### src/rtl/fdg_pkg.sv
`timescale 1ns/1ps
package fdg_pkg;
  // Default geometry of the divider
  localparam int unsigned INT_W_DEF   = 24;
  localparam int unsigned FRAC_W_DEF  = 8;
  localparam int unsigned PHASE_W_DEF = 2;
  localparam int unsigned ZERO_LEN    = 65536;  // period used for an integer part of 0
  localparam int unsigned SYNC_DEF    = 2;
endpackage

### src/rtl/fdg_rst_sync.sv
`timescale 1ns/1ps
// Reset bridge: clears at once, releases after STAGES input edges.
module fdg_rst_sync #(
  parameter int unsigned STAGES = 2
) (
  input  logic clk,
  input  logic raw_n,
  output logic sync_n
);
  logic [STAGES-1:0] stage_q;

  always_ff @(posedge clk or negedge raw_n) begin
    if (!raw_n) stage_q <= '0;
    else        stage_q <= {stage_q[STAGES-2:0], 1'b1};
  end

  assign sync_n = stage_q[STAGES-1];
endmodule

### src/rtl/fdg_phase_dly.sv
`timescale 1ns/1ps
// Selectable delay line for the run request: 0 .. 2**PHASE_W-1 cycles.
module fdg_phase_dly #(
  parameter int unsigned PHASE_W = 2
) (
  input  logic               clk,
  input  logic               arst_n,
  input  logic               req,
  input  logic [PHASE_W-1:0] sel,
  output logic               req_dly
);
  localparam int unsigned DEPTH = (1 << PHASE_W) - 1;

  logic [DEPTH-1:0] pipe_q;
  logic [DEPTH:0]   tap;

  generate
    if (DEPTH == 1) begin : g_single
      always_ff @(posedge clk or negedge arst_n) begin
        if (!arst_n) pipe_q <= '0;
        else         pipe_q <= req;
      end
    end else begin : g_chain
      always_ff @(posedge clk or negedge arst_n) begin
        if (!arst_n) pipe_q <= '0;
        else         pipe_q <= {pipe_q[DEPTH-2:0], req};
      end
    end
  endgenerate

  assign tap     = {pipe_q, req};
  assign req_dly = tap[sel];
endmodule

### src/rtl/fdg_core.sv
`timescale 1ns/1ps
// Period counter, fractional accumulator and start/stop sequencing.
module fdg_core #(
  parameter int unsigned INT_W    = 24,
  parameter int unsigned FRAC_W   = 8,
  parameter int unsigned ZERO_LEN = 65536,
  localparam int unsigned LEN_W   = INT_W + 1
) (
  input  logic              clk,
  input  logic              arst_n,
  input  logic              run_req,
  input  logic              hold,
  input  logic [INT_W-1:0]  div_int,
  input  logic [FRAC_W-1:0] div_frac,
  output logic              run_o,
  output logic              hi_o,
  output logic              tick_o,
  output logic              odd_o,
  output logic [LEN_W-1:0]  cnt_o,
  output logic [LEN_W-1:0]  len_o
);
  logic              run_q,  run_d;
  logic              hi_q,   hi_d;
  logic              tick_q, tick_d;
  logic [LEN_W-1:0]  cnt_q,  cnt_d;
  logic [LEN_W-1:0]  len_q,  len_d;
  logic [FRAC_W-1:0] acc_q,  acc_d;
  logic [LEN_W-1:0]  base_len;
  logic [LEN_W-1:0]  hi_len_d;
  logic [FRAC_W:0]   acc_sum;
  logic              last, load;

  // Next-state logic
  always_comb begin
    base_len = (div_int == '0) ? LEN_W'(ZERO_LEN) : {1'b0, div_int};
    acc_sum  = {1'b0, (run_q ? acc_q : {FRAC_W{1'b0}})} + {1'b0, div_frac};
    last     = (cnt_q == len_q - 1'b1);
    run_d    = run_q;
    cnt_d    = cnt_q;
    len_d    = len_q;
    acc_d    = acc_q;
    load     = 1'b0;
    if (!run_q) begin
      if (run_req) begin
        load  = 1'b1;
        run_d = 1'b1;
      end
    end else if (!hold) begin
      if (last) begin
        if (run_req) begin
          load = 1'b1;
        end else begin
          run_d = 1'b0;
          cnt_d = '0;
        end
      end else begin
        cnt_d = cnt_q + 1'b1;
      end
    end
    if (load) begin
      cnt_d = '0;
      len_d = base_len + LEN_W'(acc_sum[FRAC_W]);
      acc_d = acc_sum[FRAC_W-1:0];
    end
    hi_len_d = (len_d == LEN_W'(1)) ? LEN_W'(1) : (len_d >> 1);
    hi_d     = run_d && (cnt_d < hi_len_d);
    tick_d   = load;
  end

  // State registers
  always_ff @(posedge clk or negedge arst_n) begin
    if (!arst_n) begin
      run_q  <= 1'b0;
      hi_q   <= 1'b0;
      tick_q <= 1'b0;
      cnt_q  <= '0;
      len_q  <= '0;
      acc_q  <= '0;
    end else begin
      run_q  <= run_d;
      hi_q   <= hi_d;
      tick_q <= tick_d;
      cnt_q  <= cnt_d;
      len_q  <= len_d;
      acc_q  <= acc_d;
    end
  end

  assign run_o  = run_q;
  assign hi_o   = hi_q;
  assign tick_o = tick_q;
  assign odd_o  = run_q && len_q[0] && (len_q != LEN_W'(1));
  assign cnt_o  = cnt_q;
  assign len_o  = len_q;
endmodule

### src/rtl/fdg_duty.sv
`timescale 1ns/1ps
// Half-cycle extension of the high phase for odd period lengths.
module fdg_duty (
  input  logic clk,
  input  logic arst_n,
  input  logic fix_en,
  input  logic hi,
  input  logic odd,
  output logic out
);
  logic half_q;

  always_ff @(negedge clk or negedge arst_n) begin
    if (!arst_n) half_q <= 1'b0;
    else         half_q <= hi & odd & fix_en;
  end

  assign out = hi | half_q;
endmodule

### src/rtl/fracdiv_gen.sv
`timescale 1ns/1ps
module fracdiv_gen #(
  parameter int unsigned INT_W       = fdg_pkg::INT_W_DEF,
  parameter int unsigned FRAC_W      = fdg_pkg::FRAC_W_DEF,
  parameter int unsigned PHASE_W     = fdg_pkg::PHASE_W_DEF,
  parameter int unsigned ZERO_LEN    = fdg_pkg::ZERO_LEN,
  parameter int unsigned SYNC_STAGES = fdg_pkg::SYNC_DEF
) (
  input  logic               clk_in,
  input  logic               rst_n,
  input  logic               kill,
  input  logic               gen_en,
  input  logic [PHASE_W-1:0] phase_sel,
  input  logic               nudge,
  input  logic               duty_fix,
  input  logic [INT_W-1:0]   div_int,
  input  logic [FRAC_W-1:0]  div_frac,
  output logic               clk_out,
  output logic               clk_en
);
  localparam int unsigned LEN_W = INT_W + 1;

  logic             raw_n, core_rst_n;
  logic             run_dly;
  logic             nudge_q, nudge_hold;
  logic             core_run, core_hi, core_odd;
  logic [LEN_W-1:0] core_cnt, core_len;

  assign raw_n = rst_n & ~kill;

  fdg_rst_sync #(.STAGES(SYNC_STAGES)) u_rst (
    .clk    (clk_in),
    .raw_n  (raw_n),
    .sync_n (core_rst_n)
  );

  fdg_phase_dly #(.PHASE_W(PHASE_W)) u_phase (
    .clk     (clk_in),
    .arst_n  (core_rst_n),
    .req     (gen_en),
    .sel     (phase_sel),
    .req_dly (run_dly)
  );

  always_ff @(posedge clk_in or negedge core_rst_n) begin
    if (!core_rst_n) nudge_q <= 1'b0;
    else             nudge_q <= nudge;
  end
  assign nudge_hold = nudge ^ nudge_q;

  fdg_core #(.INT_W(INT_W), .FRAC_W(FRAC_W), .ZERO_LEN(ZERO_LEN)) u_core (
    .clk      (clk_in),
    .arst_n   (core_rst_n),
    .run_req  (run_dly),
    .hold     (nudge_hold),
    .div_int  (div_int),
    .div_frac (div_frac),
    .run_o    (core_run),
    .hi_o     (core_hi),
    .tick_o   (clk_en),
    .odd_o    (core_odd),
    .cnt_o    (core_cnt),
    .len_o    (core_len)
  );

  fdg_duty u_duty (
    .clk    (clk_in),
    .arst_n (core_rst_n),
    .fix_en (duty_fix),
    .hi     (core_hi),
    .odd    (core_odd),
    .out    (clk_out)
  );
endmodule

### config.mk
export PLATFORM = sky130hd
export DESIGN_NAME = fracdiv_gen
export DESIGN_NICKNAME = d
export VERILOG_FILES = /design/src/rtl/fdg_pkg.sv /design/src/rtl/fdg_rst_sync.sv /design/src/rtl/fdg_phase_dly.sv /design/src/rtl/fdg_core.sv /design/src/rtl/fdg_duty.sv /design/src/rtl/fracdiv_gen.sv
export SDC_FILE = /design/constraint.sdc
export NUM_CORES = 1
export LEC_CHECK = 0
export BUFFER_PORTS_ARGS = -buffer_cell sky130_fd_sc_hd__buf_2
export CAP_MARGIN = 10
export CELL_PAD_IN_SITES_DETAIL_PLACEMENT = 0
export CELL_PAD_IN_SITES_GLOBAL_PLACEMENT = 1
export CORE_AREA = 4 4 112 114
export CTS_CLUSTER_SIZE = 30
export DETAILED_ROUTE_END_ITERATION = 10
export DIE_AREA = 0 0 116 118
export HOLD_SLACK_MARGIN = 0.15
export PLACE_DENSITY_LB_ADDON = 0.1
export SYNTH_ARGS = -nofsm -noshare
export SYNTH_HDL_FRONTEND = slang
export SYNTH_SLANG_ARGS = --single-unit
### constraint.sdc
create_clock -name clk_in -period 5.3 [get_ports clk_in]
set_clock_uncertainty 0.2 [all_clocks]
set_input_delay 0.265 -clock clk_in [delete_from_list [all_inputs] [get_ports clk_in]]
set_output_delay 0.265 -clock clk_in [all_outputs]
set_load 0.03 [all_outputs]
Word-level counts from Yosys, hierarchy flattened
Index checks and enable logic that the tools add are counted.
Widths: inputs -> output; s select.
{ "classes": {"mux": 18, "n_lt_le_gt_ge": 2, "add_sub_neg": 4, "reduce_logical": 4, "n_bitwise": 6, "eq_ne": 3} }
{ "op_table": {"columns": ["op", "count"], "rows": [
  ["$mux 25", 6],
  ["$mux 24", 2],
  ["$add 25x1->25", 1],
  ["$add 25x1->25 const B", 1],
  ["$eq 25x1->1 const B", 1],
  ["$eq 25x25->1", 1],
  ["$lt 25x25->1", 1],
  ["$ne 25x1->1 const B", 1],
  ["$sub 25x1->25 const B", 1],
  ["$logic_not 24->1", 1],
  ["$add 8x8->9", 1],
  ["$mux 1", 8],
  ["$mux 8", 1],
  ["$and 1x1->1", 3],
  ["$logic_and 1x1->1", 3],
  ["$lt 2x3->1 const B", 1],
  ["$bmux 1 s2", 1],
  ["$not 1->1", 1],
  ["$or 1x1->1", 1],
  ["$xor 1x1->1", 1]
]} }
{ "totals": {"in_bits": 40, "word_cells": 47, "register_bits": 68, "out_inout_bits": 2} }

Longest topological paths before layout
Gate-level depths: netlist of run 1.
{ "logic_depth": {"word_depth": 11, "depth_mapped": 29, "ltp_nobuf": 27} }

Hierarchy
A second synthesis of run 1 with hierarchy kept.
{ "hier_totals": {"hier_cells": 659, "area_unflattened_um2": 5718.0} }
{ "modules_own_cells": {"columns": ["mod", "area_per_inst_um2", "instances", "seq_area_each_um2", "cells_each"], "rows": [
  ["fdg_core", 5489.0, 1, 1526.5, 646],
  ["fdg_phase_dly", 97.6, 1, 75.1, 4],
  ["fdg_rst_sync", 53.8, 1, 50.0, 3],
  ["fracdiv_gen", 40.0, 1, 25.0, 3],
  ["fdg_duty", 37.5, 1, 25.0, 3]
]} }

==> results of run 1 <==
-- per-layer routing --
| layer | vias up | wire (µm) | track usage (%) |
|---|---|---|---|
| met5 | - | 0 | 0 |
| met2 | 197 | 7510 | 37.8 |
| li1 | 2575 | - | - |
| met1 | 2522 | 7680 | 35.9 |
| met4 | 0 | 322 | 8.12 |
| met3 | 20 | 1080 | 3.80 |
-- synth_stat cells, types with 5 or more instances --
cell / n / area, µm²
dfrtp_1: 67 / 1680
xnor2_1: 48 / 420
nor2_1: 43 / 161
nand2_1: 42 / 158
nand3_1: 37 / 185
a21oi_1: 36 / 180
ha_1: 36 / 450
inv_1: 28 / 105
xor2_1: 21 / 184
clkbuf_1: 20 / 75.1
nand4_1: 20 / 125
mux2i_1: 19 / 190
a21o_1: 18 / 135
nor3_1: 18 / 90.1
and2_1: 15 / 93.8
o21ai_0: 15 / 75.1
and3_1: 14 / 87.6
a31oi_1: 13 / 81.3
or4_1: 11 / 82.6
nor4_1: 10 / 62.6
and4_1: 9 / 78.8
mux2_1: 9 / 101
nand2b_1: 8 / 50.1
o211ai_1: 7 / 52.6
or3_1: 6 / 37.5
a211oi_1: 5 / 37.5
buf_4: 5 / 37.5
o21ai_1: 5 / 25.0
-- cells in the final DEF, fill, tap and decap left out, drive strengths merged, types with 3 or more instances in the layout --
cell / netlist / routed
o21a: 4 / 4
a31oi: 13 / 13
nand3: 38 / 38
dlygate4sd3: 0 / 8
o211ai: 7 / 7
nor2b: 4 / 4
and3: 14 / 14
ha: 36 / 36
nand4b: 3 / 3
a311oi: 3 / 3
a211oi: 5 / 5
o21ai: 20 / 20
and4: 9 / 9
o31ai: 4 / 4
nor4: 13 / 13
nand4: 20 / 20
xor2: 21 / 21
dfrtp: 67 / 67
or2: 5 / 5
a41oi: 3 / 3
nor2: 43 / 43
nand2: 42 / 42
a21o: 18 / 18
nor3: 19 / 19
or3: 6 / 6
mux2i: 19 / 19
or4: 13 / 13
clkbuf: 20 / 13
o21bai: 3 / 3
buf: 12 / 84
inv: 29 / 29
mux2: 10 / 10
nand2b: 8 / 8
and2: 15 / 15
a21oi: 37 / 37
xnor2: 48 / 48
-- worst register-to-register path, cell delays in order, from the launching register on --
cell and delay [ns]:
dfrtp_2 0.44, nor4_4 0.37, nand4b_4 0.19, or3_1 0.38, a211o_1 0.31, or3_1 0.36
or4_4 0.55, o21a_4 0.26, inv_6 0.11, buf_12 0.16, buf_12 0.16, mux2i_1 0.33
ha_1 0.31, a21o_1 0.18, a21oi_1 0.12, o21ai_0 0.11, a211oi_1 0.22, o2111a_1 0.21
-- stage by stage --
step | TNS [ns] | instance area, µm² | power, W | worst slack, ns | util (%)
after floorplan | 0 | 5760 | 0.00130 | 0.162 | -
after global placement | 0 | 6250 | 0.00152 | 0.125 | 54.7
after detailed placement | 0 | 6250 | 0.00154 | 0.0414 | 54.7
after CTS | 0 | 6630 | 0.00218 | 0.0258 | 58.1
after global routing | -0.0146 | 6850 | 0.00234 | -0.0146 | 60.0
final | 0 | 6850 | 0.00220 | 0.275 | 60.0
-- cells by family (layout without fill, tap and decap cells) --
| family | count (synthesis) | after routing |
|---|---|---|
| multiplexers | 30 | 30 |
| XOR/XNOR | 69 | 69 |
| AO/OA/AOI/OAI | 135 | 135 |
| buffers and inverters | 61 | 138 |
| other | 1 | 1 |
| adder cells (fa/ha/maj) | 37 | 37 |
| flip-flops | 68 | 68 |
| AND/OR/NAND/NOR | 258 | 258 |
-- power breakdown --
group / internal (W) / switching [W] / leakage, nW
clock network: 0.000388 / 0.000233 / 0.149
logic: 0.000393 / 0.000458 / 2.02
registers: 0.000609 / 0.000117 / 0.855
-- repair_timing --
action / 4_1_cts / 5_1_grt
buffers inserted: 0 / 9
setup endpoints to repair: 0 / 1
gates resized for setup: 0 / 30
hold endpoints to repair: 7 / 0
hold buffers: 8 / 0
-- area by class of cell --
cell class	instances	share of cell area, %
Sequential cell	68	24.9
Multi-Input combinational cell	530	56.7
Tap cell	143	2.61
Clock inverter	4	0.694
Clock buffer	12	3.74
Timing Repair Buffer	93	9.66
Inverter	29	1.66
-- worst paths after layout --
kind                                       startpoint  slack [ns]  cells past startpoint                          end
max                         u_core.len_o[0]$_DFF_PN0_        0.27                     17        u_core.hi_o$_DFF_PN0_
min                        u_rst.stage_q[0]$_DFF_PN0_        0.15                      0   u_rst.stage_q[1]$_DFF_PN0_
max in group asynchronous  u_rst.stage_q[1]$_DFF_PN0_        2.35                      0      u_duty.half_q$_DFF_NN0_
max reg2reg                 u_core.len_o[0]$_DFF_PN0_        0.27                     17        u_core.hi_o$_DFF_PN0_
min reg2reg                u_rst.stage_q[0]$_DFF_PN0_        0.15                      0   u_rst.stage_q[1]$_DFF_PN0_
min in group asynchronous  u_rst.stage_q[1]$_DFF_PN0_        0.35                      1  u_core.acc_q[4]$_DFFE_PN0N_
-- sequential cells by signal, indices dropped and copies added, names as in the netlist --
register,count
u_core.run_o,1
nudge_q,1
u_duty.half_q,1
u_core.cnt_o,25
u_rst.stage_q,2
u_core.len_o,25
u_core.tick_o,1
u_phase.pipe_q,3
u_core.hi_o,1
u_core.acc_q,8
==> results.ini, run 1 <==
[synthesis]
synth_seq_area_share_pct=29.6
syn_area_mm2=0.00576
synth_edf_count=0
yosys.area_share.simple_pct=25.4
synthXorXnorAreaFrac_pct=10.5
synthAdderAreaFrac_pct=8.17
synth.area.mux_share_pct=5.65
syn_area_per_cell_um2=8.74
syn-instance-count=659
yosysWarnings=0
ys_ff_latch=68
ys_types=74
synthFlopType=dfrtp_1
synth-compound-area-share_pct=15.8
synth_nets=736
synth_top_family_by_area=simple AND/OR/NAND/NOR gates
synthArstFlopShare_pct=100

[setup_path]
path_cells=nor4_4 > nand4b_4 > or3_1 > a211o_1 > or3_1 > or4_4 > o21a_4 > inv_6 > buf_12 > buf_12 > mux2i_1 > ha_1 > a21o_1 > a21oi_1 > o21ai_0 > a211oi_1 > o2111a_1
cp_slowest_cell=or4_4
max_stage_delay_ns=0.55
arrival_ns=5.11
worst-path-max-fanout=17
required_ns=5.39
crit_buf_inv=3
path_class=flip-flop to flip-flop
start_kind=flip-flop
crit_family=simple AND/OR/NAND/NOR gates
cp-end-kind=flip-flop

[floorplan]
start_util_pct=50.4
ioPinCount=42
core_area_mm2=0.0114
core.rowCount=39
die-area_mm2=0.0137
die_h_um=118
fp.dieW_um=116

[outcome]
status=finished, final reports clean

[cells_and_area]
n_antenna_cell=0
multi_input_area_mm2=0.00389
fillCellCount=1022
layout.area.seq_mm2=0.00171
drive_gt1_share_pct=19.0
nNetsFinal=808
area_growth_pct=19.0
stdcell_count=879

[sta]
finalHoldViolCount=0
fin_crit_ns=5.03
slew_headroom_pct=42.8
worstMarginPinSlew_ns=0.859
drv_slew=0
timing.final.crit_share_pct=94.8
max_clock_freq_mhz=199
setup_violations=0
whs_ns=0.152

[clocking]
cts_tree=built
cts.sinks=68
cts_root_buffer=clkbuf_16
numCtsBuffers=9
clock_latency_ns=0.35
clk_pin_slew_ns=0.06
clockBufferDepth=2
cts-htree-levels=3

[route]
drt_iter0_drc=411
vias_per_cell=6.05
drc=0
detail_route.wl_per_cell_um=18.9
vias=5314
first_pass_iters=5
finalWirelength_um=16600
antenna_left=0

[placement]
port_buffers=41
post-place-cells=845
gp_congestion=0.942
dp_hpwl_um=12700

[global_routing]
first_global_vias=5083
grt_max_degree=66
grt_usage_pct=24.9
overflow=0
grt_pass1_wl_um=26600
antenna_found_initial=0

[power_and_ir_drop]
leakage_nw=3.02
irDropWorstVdd_mv=0.240
power_density_mw_per_mm2=321

[min_path]
hp-class=flip-flop to flip-flop

[run]
drv_cap=0

Note: power is estimated with default switching activity, not from simulation.
==> inputs of run 2 (changes only) <==
--- a/config.mk
+++ b/config.mk
@@ -10,8 +10,8 @@
 export CELL_PAD_IN_SITES_DETAIL_PLACEMENT = 0
 export CELL_PAD_IN_SITES_GLOBAL_PLACEMENT = 1
-export CORE_AREA = 4 4 112 114
+export CORE_AREA = 4 4 128 100
 export CTS_CLUSTER_SIZE = 30
 export DETAILED_ROUTE_END_ITERATION = 10
-export DIE_AREA = 0 0 116 118
+export DIE_AREA = 0 0 132 104
 export HOLD_SLACK_MARGIN = 0.15
 export PLACE_DENSITY_LB_ADDON = 0.1
==> constraint.sdc (replaced) <==
create_clock -name clk_in -period 5.3 [get_ports clk_in]
set_clock_uncertainty 0.2 [all_clocks]
set_input_delay 0.795 -clock clk_in [delete_from_list [all_inputs] [get_ports clk_in]]
set_output_delay 0.795 -clock clk_in [all_outputs]
set_load 0.03 [all_outputs]
==> run 2 against run 1 <==
  * Wire length up 3.8%
  * Final area down 0.27%
  * Non-clock buffer count rose by 6
  * Critical path type unchanged
  * First-iteration DRC count did not move
  * Cell count grew 0.80%
  * Largest cell class unchanged
  * Hold slack improved by 0.0012 ns
  * Critical path depth up 2
==> results.ini, run 2 (synthesis gave the netlist of run 1 again) <==
[cells_and_area]
mostFrequentLayoutCell=dfrtp_1
layout_common_cells=dfrtp_1, buf_4, xnor2_1
drive_gt1_share_pct=19.9  ; +0.92 points
post-route-cell-area_mm2=0.00683  ; -0.27%
n_antenna_cell=0  ; unchanged
nNetsFinal=814  ; +0.74%
stdcell_count=886  ; +0.80%
area_growth_pct=18.7
post-route-util_pct=59.7  ; -0.30 points

[sta]
finalHoldViolCount=0  ; unchanged
timing.final.crit_share_pct=97.2  ; +2.4 points
slew_headroom_pct=53.7  ; +11 points
whs_ns=0.153  ; +0.00125 ns
max_clock_freq_mhz=194  ; -2.5%
setup_violations=0  ; unchanged
drv_slew=0  ; unchanged
worstMarginPinSlew_ns=0.695  ; -0.164 ns
fin_ws_ns=0.146  ; -0.128 ns
fin_crit_ns=5.15  ; +0.128 ns

[placement]
place_ws_ns=-0.0259  ; -0.0673 ns
gp_congestion=0.891  ; -5.4%
dp_hpwl_um=13400  ; +5.4%
dpl-instance-area_mm2=0.00635  ; +1.6%
post-place-cells=861  ; +1.9%
port_buffers=41  ; unchanged

[route]
vias=5389  ; +1.4%
finalWirelength_um=17200  ; +3.8%
vias_per_cell=6.08  ; +0.61%
antenna_left=0  ; unchanged
first_pass_iters=5  ; unchanged
detail_route.wl_per_cell_um=19.4  ; +3.0%
drt_iter0_drc=411  ; unchanged
drc=0  ; unchanged

[clocking]
clockBufferDepth=2  ; unchanged
clock_latency_ns=0.33  ; -0.02 ns
cts_tree=built
clk_pin_slew_ns=0.06  ; about the same
cts-htree-levels=3  ; unchanged
numCtsBuffers=9  ; unchanged
cts_root_buffer=clkbuf_16
cts.sinks=68  ; unchanged

[outcome]
status=finished, final reports clean

[power_and_ir_drop]
irDropWorstVdd_mv=0.159  ; -33%
leakage_nw=3.03  ; +0.35%
power_density_mw_per_mm2=325  ; +1.2%

[global_routing]
grt_usage_pct=24.5  ; -0.32 points
grt_max_degree=40  ; -39%
met2_usage_pct=35.5  ; -2.3 points
grt_pass1_wl_um=27000  ; +1.7%
overflow=0  ; unchanged
grt_use_met3_pct=6.43  ; +2.6 points
first_global_vias=5048  ; -0.69%
top_usage_layer=met1
antenna_found_initial=0  ; unchanged
grt.met1_usage_pct=36.1  ; +0.21 points

[floorplan]
start_util_pct=50.3  ; -0.11 points
ioPinCount=42  ; unchanged
fp.dieW_um=132  ; +14%
core.rowCount=34  ; -13%
die-area_mm2=0.0137  ; +0.29%
die_h_um=104  ; -12%
core_area_mm2=0.0114  ; +0.22%

[setup_path]
worst-path-max-fanout=4  ; -13
arrival_ns=5.22  ; +0.11 ns
path_class=flip-flop to flip-flop
cp-end-kind=flip-flop
start_kind=flip-flop
required_ns=5.37  ; -0.02 ns

[run]
drv_cap=0  ; unchanged

[min_path]
hp-class=flip-flop to flip-flop

## run 2: area by class of cell
type                            count  area [µm²]
Clock buffer                       11         233
Clock inverter                      5        52.6
Fill cell                        1048        4610
Inverter                           29         114
Multi-Input combinational cell    530        3860
Sequential cell                    68        1710
Tap cell                          144         180
Timing Repair Buffer               99         693
## run 2: layer usage
layer	up-vias	routed length [µm]
met5	-	0
met2	215	7260
li1	2580	-
met1	2571	8050
met3	23	1610
met4	0	294
## run 2: path summary, 6_finish.rpt
path                                       startpoint                    endpoint  slack (ns)  cells past startpoint
min in group asynchronous                       rst_n  u_rst.stage_q[0]$_DFF_PN0_        0.16                      2
max reg2reg                 u_core.len_o[1]$_DFF_PN0_       u_core.hi_o$_DFF_PN0_        0.15                     19
max                         u_core.len_o[1]$_DFF_PN0_       u_core.hi_o$_DFF_PN0_        0.15                     19
min reg2reg                u_rst.stage_q[0]$_DFF_PN0_  u_rst.stage_q[1]$_DFF_PN0_        0.15                      0
min                        u_rst.stage_q[0]$_DFF_PN0_  u_rst.stage_q[1]$_DFF_PN0_        0.15                      0
max in group asynchronous  u_rst.stage_q[1]$_DFF_PN0_     u_duty.half_q$_DFF_NN0_        1.47                      2
## run 2: through the flow
stage	TNS, ns	power [W]
floorplan	0	0.00130
global placement	0	0.00155
detailed placement	-0.0259	0.00159
CTS	0	0.00219
global route	-0.0491	0.00236
finish	0	0.00222
## run 2: worst max-delay path, stage by stage, from the launching register on
cell	delay, ns
dfrtp_2	0.44
nor4_4	0.36
nand4b_4	0.17
or3_1	0.38
a211o_1	0.31
or4_1	0.56
or4_4	0.52
nand4_1	0.15
o211ai_1	0.14
a31oi_2	0.23
ha_1	0.29
a21o_1	0.18
a21o_1	0.18
a21o_1	0.18
a21oi_1	0.15
nor2b_1	0.06
o21ai_1	0.14
a21oi_1	0.11
a211oi_2	0.15
o2111a_1	0.20
## run 2: where the power goes
| part | leakage (nW) | switching (W) | internal (W) |
|---|---|---|---|
| logic | 2.04 | 0.000495 | 0.000414 |
| clock network | 0.139 | 0.000232 | 0.000362 |
| registers | 0.855 | 0.000107 | 0.000609 |
## run 2: what timing repair did
item,4_1_cts,5_1_grt
endpoints found under the setup margin,1,1
cloned,0,1
hold buffers,1,0
pin swaps,0,8
buffers inserted,0,7
resized for setup,2,24
endpoints found under the hold margin,26,0
